<file path="src/rtl/mbox_pkg.sv">
package mbox_pkg;
  typedef enum logic [1:0] {
    ACT_NONE = 2'd0,
    ACT_EXIT = 2'd1,
    ACT_PUTC = 2'd2
  } mbox_act_e;
endpackage

</file>
<file path="src/rtl/mbox_rst_sync.sv">
module mbox_rst_sync #(
  parameter int unsigned STAGES = 2
) (
  input  logic clk,
  input  logic rst_n,
  output logic rst_ns
);
  logic [STAGES-1:0] sync_q;

  always_ff @(posedge clk or negedge rst_n) begin
    if (!rst_n) sync_q <= '0;
    else        sync_q <= {sync_q[STAGES-2:0], 1'b1};
  end

  assign rst_ns = sync_q[STAGES-1];
endmodule

</file>
<file path="src/rtl/mbox_store_fmt.sv">
module mbox_store_fmt #(
  parameter int unsigned DATA_W = 64,
  parameter int unsigned BCNT_W = 4
) (
  input  logic [BCNT_W-1:0] st_bytes,
  input  logic [DATA_W-1:0] st_data,
  output logic              st_ok,
  output logic [DATA_W-1:0] st_word
);
  localparam int unsigned NBYTES = DATA_W / 8;

  assign st_ok = (st_bytes != '0) && (st_bytes <= BCNT_W'(NBYTES));

  for (genvar b = 0; b < NBYTES; b++) begin : g_lane
    assign st_word[8*b +: 8] = (st_bytes > BCNT_W'(b)) ? st_data[8*b +: 8] : 8'h00;
  end
endmodule

</file>
<file path="src/rtl/mbox_decode.sv">
module mbox_decode
  import mbox_pkg::*;
#(
  parameter int unsigned DATA_W   = 64,
  parameter int unsigned DEV_W    = 8,
  parameter int unsigned CMD_W    = 8,
  parameter int unsigned DEV_SYS  = 0,
  parameter int unsigned DEV_TERM = 1,
  parameter int unsigned CMD_PUTC = 1,
  localparam int unsigned PAY_W   = DATA_W - DEV_W - CMD_W
) (
  input  logic [DATA_W-1:0] word,
  output mbox_act_e         act,
  output logic [PAY_W-1:0]  payload
);
  logic [DEV_W-1:0] dev;
  logic [CMD_W-1:0] cmd;

  assign dev     = word[DATA_W-1 -: DEV_W];
  assign cmd     = word[PAY_W +: CMD_W];
  assign payload = word[PAY_W-1:0];

  always_comb begin
    act = ACT_NONE;
    if (dev == DEV_W'(DEV_SYS)) begin
      if (payload[0]) act = ACT_EXIT;
    end else if (dev == DEV_W'(DEV_TERM)) begin
      if (cmd == CMD_W'(CMD_PUTC)) act = ACT_PUTC;
    end
  end
endmodule

</file>
<file path="src/rtl/hostlink_mailbox.sv">
module hostlink_mailbox
  import mbox_pkg::*;
#(
  parameter int unsigned DATA_W   = 64,
  parameter int unsigned DEV_W    = 8,
  parameter int unsigned CMD_W    = 8,
  parameter int unsigned CHR_W    = 8,
  parameter int unsigned DEV_SYS  = 0,
  parameter int unsigned DEV_TERM = 1,
  parameter int unsigned CMD_PUTC = 1,
  localparam int unsigned NBYTES  = DATA_W / 8,
  localparam int unsigned BCNT_W  = $clog2(NBYTES) + 1,
  localparam int unsigned PAY_W   = DATA_W - DEV_W - CMD_W,
  localparam int unsigned EXIT_W  = PAY_W - 1
) (
  input  logic              clk,
  input  logic              rst_n,
  input  logic              wr_en,
  input  logic [BCNT_W-1:0] wr_bytes,
  input  logic [DATA_W-1:0] wr_data,
  input  logic              rd_en,
  input  logic [BCNT_W-1:0] rd_bytes,
  output logic [DATA_W-1:0] rd_data,
  output logic              rd_fault,
  input  logic              tick,
  output logic              done,
  output logic [EXIT_W-1:0] exit_code,
  output logic              chr_valid,
  output logic [CHR_W-1:0]  chr_data
);
  logic              rst_ns;
  logic              st_ok;
  logic [DATA_W-1:0] st_word;
  mbox_act_e         act;
  logic [PAY_W-1:0]  payload;

  logic [DATA_W-1:0] mbox_q, mbox_d;
  logic              mbox_en;
  logic              done_q, done_d;
  logic [EXIT_W-1:0] exit_q, exit_d;
  logic              exit_en;
  logic              cv_q, cv_d;
  logic [CHR_W-1:0]  cd_q, cd_d;
  logic              cd_en;
  logic              st_fire;
  logic              rd_ok;

  mbox_rst_sync #(.STAGES(2)) u_rst (
    .clk    (clk),
    .rst_n  (rst_n),
    .rst_ns (rst_ns)
  );

  mbox_store_fmt #(.DATA_W(DATA_W), .BCNT_W(BCNT_W)) u_fmt (
    .st_bytes (wr_bytes),
    .st_data  (wr_data),
    .st_ok    (st_ok),
    .st_word  (st_word)
  );

  mbox_decode #(
    .DATA_W(DATA_W), .DEV_W(DEV_W), .CMD_W(CMD_W),
    .DEV_SYS(DEV_SYS), .DEV_TERM(DEV_TERM), .CMD_PUTC(CMD_PUTC)
  ) u_dec (
    .word    (st_word),
    .act     (act),
    .payload (payload)
  );

  // next-state logic
  always_comb begin
    st_fire = wr_en && st_ok;
    mbox_en = st_fire || tick;
    mbox_d  = st_fire ? st_word : '0;
    exit_en = st_fire && (act == ACT_EXIT) && !done_q;
    done_d  = done_q || exit_en;
    exit_d  = payload[PAY_W-1:1];
    cv_d    = st_fire && (act == ACT_PUTC);
    cd_en   = cv_d;
    cd_d    = payload[CHR_W-1:0];
  end

  // registers
  always_ff @(posedge clk or negedge rst_ns) begin
    if (!rst_ns) begin
      mbox_q <= '0;
      done_q <= 1'b0;
      exit_q <= '0;
      cv_q   <= 1'b0;
      cd_q   <= '0;
    end else begin
      if (mbox_en) mbox_q <= mbox_d;
      done_q <= done_d;
      if (exit_en) exit_q <= exit_d;
      cv_q <= cv_d;
      if (cd_en) cd_q <= cd_d;
    end
  end

  assign rd_ok     = (rd_bytes == BCNT_W'(NBYTES));
  assign rd_data   = (rd_en && rd_ok) ? mbox_q : '0;
  assign rd_fault  = rd_en && !rd_ok;
  assign done      = done_q;
  assign exit_code = exit_q;
  assign chr_valid = cv_q;
  assign chr_data  = cd_q;
endmodule

</file>
<file path="config.mk">
export PLATFORM = sky130hd
export DESIGN_NAME = hostlink_mailbox
export DESIGN_NICKNAME = d
export VERILOG_FILES = /design/src/rtl/mbox_pkg.sv /design/src/rtl/mbox_rst_sync.sv /design/src/rtl/mbox_store_fmt.sv /design/src/rtl/mbox_decode.sv /design/src/rtl/hostlink_mailbox.sv
export SDC_FILE = /design/constraint.sdc
export NUM_CORES = 1
export LEC_CHECK = 0
export BUFFER_PORTS_ARGS = -buffer_cell sky130_fd_sc_hd__buf_2
export CORE_UTILIZATION = 35
export CTS_CLUSTER_DIAMETER = 60
export CTS_CLUSTER_SIZE = 30
export DETAILED_ROUTE_END_ITERATION = 16
export PLACE_DENSITY = 0.63
export SKIP_LAST_GASP = 1
export SLEW_MARGIN = 10
export SYNTH_ARGS = -nofsm -noshare
export SYNTH_HDL_FRONTEND = slang
export SYNTH_SLANG_ARGS = --single-unit
</file>
<file path="constraint.sdc">
create_clock -name clk -period 5.07 [get_ports clk]
set_input_delay 1.014 -clock clk [delete_from_list [all_inputs] [get_ports clk]]
set_output_delay 1.014 -clock clk [all_outputs]
set_load 0.02 [all_outputs]
</file>
# Yosys cells after proc, flatten, opt, wreduce, memory -nomap -nowiden
# Cells that the tools add are included.
# word_totals
register_bits	123
latchBits	0
ram_bits	0
mem_bits_ro	0
out_inout_bits	122
memories	0
# classes
add_sub_neg	0
n_mul	0
n_div	0
order_cmp	9
eq_ne	5
shifts	0
mux	14
bitwise_logic	0
n_reduce_logical	13
# op_table
op	n
$mux W64	2
$mux W8	8
$eq A8 B1 Y1 const B	2
$gt A4 B3 Y1 const B	4
$gt A4 B1 Y1 const B	2
$gt A4 B2 Y1 const B	2
$logic_not A8 Y1	1
$logic_and A1 B1 Y1	7
$mux W2	3
$eq A4 B4 Y1 const B	1
$le A4 B4 Y1 const B	1
$reduce_bool A4 Y1	1
$eq A2 B1 Y1 const B	1
$eq A2 B2 Y1 const B	1
$logic_not A1 Y1	2
$logic_or A1 B1 Y1	2
$mux W1	1

# Longest topological paths before layout
# depth
word_depth	10
mapped_depth	9

# Cells and area by module
# From an unflattened synthesis, not the netlist that was laid out.
# unflattened
cells_unflattened	615
hier_area_um2	6424.9
# by_module_without_submodules
module	instances	cells_each	area_per_inst_um2
hostlink_mailbox	1	480	5452.7
mbox_store_fmt	1	76	503.0
mbox_decode	1	56	415.4
mbox_rst_sync	1	3	53.8

# Least setup slack after synthesis
# OpenSTA, ideal clock, no wires.
# synth_path
path_type	in2out
startpoint	in rd_bytes[1]
endpoint	out rd_data[13]
arrival_ps	2120
required_time_ps	4056
path_slack_ps	1936
stages	4
path_buffers	2
path_cell_list	nor4b_1 > clkbuf_1 > clkbuf_1 > and3_1
# synth_via
elab_chain_cells	3
# synth_rtl
element	line	rtl
from (decl)	hostlink_mailbox.sv:22	input logic [BCNT_W-1:0] rd_bytes,
$eq A4 B4 Y1	hostlink_mailbox.sv:100	assign rd_ok = (rd_bytes == BCNT_W'(NBYTES));
$logic_and A1 B1 Y1	hostlink_mailbox.sv:101	assign rd_data = (rd_en && rd_ok) ? mbox_q : '0;
$mux W64	hostlink_mailbox.sv:101	
to (decl)	hostlink_mailbox.sv:23	output logic [DATA_W-1:0] rd_data,
# No other way between the ends.

# Worst setup path in the final report
# layout_path
startpoint	in rd_bytes[1]
endpoint	out rd_data[35]
# Same word-level chain as after synthesis.

==> reports/qor.yml <==
cts_made_buffers: 17
stdcell_area_sq_mm: 0.007480
area_growth_pct: 27.76
hold_viol: 0
cp-start-kind: "input port"
yosys.area_share.simple_pct: 24.77
powerDensity_mw_per_mm2: 383.6
slew_viol_final: 0
grt_pass1_vias: 4827
core_sq_mm: 0.01612
place_area_sq_mm: 0.006937
syn_nets: 665
wl_per_cell_um: 15.74
crit_arrival_ps: 2390
avgViaCountPerCell: 4.802
place_hpwl_um: 10250
synth_edf_count: 0
synth_xor_area_share_pct: 0
slowest_stage: "buf_4"
nNetsFinal: 835
cp_common_cell: "buf_2"
antenna_left: 0
portBuffers: 198
grt-ovfl-total: 0
io_pins: 199
grt_usage_pct: 18.63
cpLargestDelayFamily: "buffers and inverters"
rsz0062_at_grt: "no"
drt-pass1-iter-count: 4
die_h_um: 131.3
synth_compound_area_share_pct: 6.326
htree_num_levels: 4
critPathMaxStageDelay_ps: 540
dieArea_sq_mm: 0.01725
hold_path.class: "flop to flop"
row_count: 46
worstSetupPathType: "input port to primary output"
synthAdderAreaFrac_pct: 0
fp.dieW_um: 131.3
cts_root_buffer: "clkbuf_16"
synth_warnings: 0
crit_path_start: "rd_bytes[1]"
num_antenna_cells: 0
critPathBufInv: 3
drive_gt1_share_pct: 33.90
async_flop_share_pct: 100.0
critical_path_peak_fanout: 65
min_period_ps: 3404
worstSetupEndpointType: "primary output"
r2r_start: "done"
ys_seq_area_share_pct: 52.58
cts_setup_buffers: 0
maxSlewHeadroom_pct: 23.56
tns_ps: 0
cts_tree: "done"
status: "complete, no violations"
worstMarginPinSlew_ps: 1147
yosys-top-cells-area: "dfrtp_1, nand2b_1, and3_1"
finalSetupViolCount: 0
initial_core_util_pct: 36.33
crit_chain: "buf_2 -> nor4b_2 -> buf_4 -> and3_1 -> buf_2"
drtIter0Drc: 280
clk_pin_slew_worst_paths_ps: 60
fmax_mhz: 293.8
syn_inst: 588
synth_top_area_share_pct: 52.58
grt_pass1_wl_um: 25150
ys_ff_latch: 123
clockBufferDepth: 2
avgSynthCellArea_sq_um: 9.956
route.detailed.drc: 0
synthFlopType: "dfrtp_1"
mappedNetlistArea_sq_mm: 0.005854
clock_skew_ps: 9.415
grt_max_degree: 130
yosysUniqueCellTypes: 32
cts-resized-gates: 0
hold_ws_ps: 353.0
synth_top_family_by_area: "simple AND/OR/NAND/NOR gates"
timing.final.crit_share_pct: 67.14
fillers: 1602
drt_wl_total_um: 15520
clock_latency_ps: 400
layout_common_cells: "buf_2, dfrtp_1, o21ai_0"
clock-sinks: 123
maxCapViolations: 0
post-synth-top-area-cell: "dfrtp_1"
min_from: "u_rst.sync_q[0]"
p_leak_nw: 4.211
vias: 4735
cp.required_ps: 4060
ctsHoldBuffers: 0
gp_congestion: 0.7608
ir_drop_mv: 0.2208
final_common_cell: "buf_2"
synth.area.mux_share_pct: 10.39
antenna_found_initial: 1
sequential cells by signal, summed over array words and instances (netlist names):
name          flops
mbox_q           64
chr_valid         1
exit_code        47
u_rst.sync_q      2
chr_data          8
done              1
area by class of cell:
type | count | area (sq um) | share of cell area [%]
Tap cell | 216 | 270.3 | 3.613
Timing Repair Buffer | 202 | 1033 | 13.82
Clock inverter | 7 | 41.29 | 0.5520
Inverter | 30 | 112.6 | 1.506
Sequential cell | 123 | 3082 | 41.20
Multi-Input combinational cell | 384 | 2439 | 32.60
Clock buffer | 24 | 501.7 | 6.708
cell families (layout without fill, tap and decap cells):
logic type / count (synthesis) / after routing
AO/OA/AOI/OAI: 71 / 71
buffers and inverters: 81 / 263
flip-flops: 123 / 123
multiplexers: 55 / 55
other: 1 / 1
AND/OR/NAND/NOR: 257 / 257
final timing paths:
kind / slack (ps) / depth (start not counted) / end
max in group asynchronous: 3460 / 1 / mbox_q[27]
min: 350 / 0 / u_rst.sync_q[1]
min in group asynchronous: 390 / 1 / u_rst.sync_q[0]
max reg2reg: 3350 / 3 / exit_code[45]
min reg2reg: 350 / 0 / u_rst.sync_q[1]
max: 1670 / 5 / rd_data[35]
metrics by stage:
stage          cells  setup WS [ps]  util (%)  power [mW]
2_1_floorplan    588           1390         -       1.571
3_3_place_gp     955           1700     43.04       1.787
3_5_place_dp     955           1662     43.04       1.798
4_1_cts          986           1662     46.41       2.913
5_1_grt          986           1589     46.41       3.015
6_report         986           1666     46.41       2.869
cells in the mapped netlist, types with 2 or more instances:
| library cell | count |
|---|---|
| nand3_1 | 46 |
| nand2b_1 | 65 |
| buf_1 | 5 |
| nor4b_1 | 2 |
| nand2_1 | 49 |
| or4_1 | 4 |
| mux2i_1 | 30 |
| clkbuf_1 | 37 |
| and2_1 | 18 |
| inv_1 | 30 |
| buf_4 | 4 |
| buf_6 | 3 |
| dfrtp_1 | 123 |
| and3_1 | 64 |
| mux2_4 | 7 |
| mux2_2 | 17 |
| a31o_2 | 2 |
| o21ai_0 | 66 |
| a21o_1 | 2 |
| buf_2 | 2 |
per-layer routing:
| layer | track usage [%] | share of wire [%] |
|---|---|---|
| met4 | 7.623 | 1.9 |
| met2 | 30.85 | 48 |
| met5 | 0 | 0 |
| met1 | 23.25 | 45 |
| met3 | 4.514 | 4.8 |
where the power goes:
part           leakage (nW)  switching, mW  internal (mW)
clock network         0.272          0.414          0.683
registers              1.56         0.0864           1.13
logic                  2.38          0.347          0.204
worst register-to-register path, stage by stage (launching register included):
cell and delay, ps:
dfrtp_1 390, nand4b_1 470, buf_12 380, mux2_1 360
No activity file was read; power rests on OpenSTA's default activity.
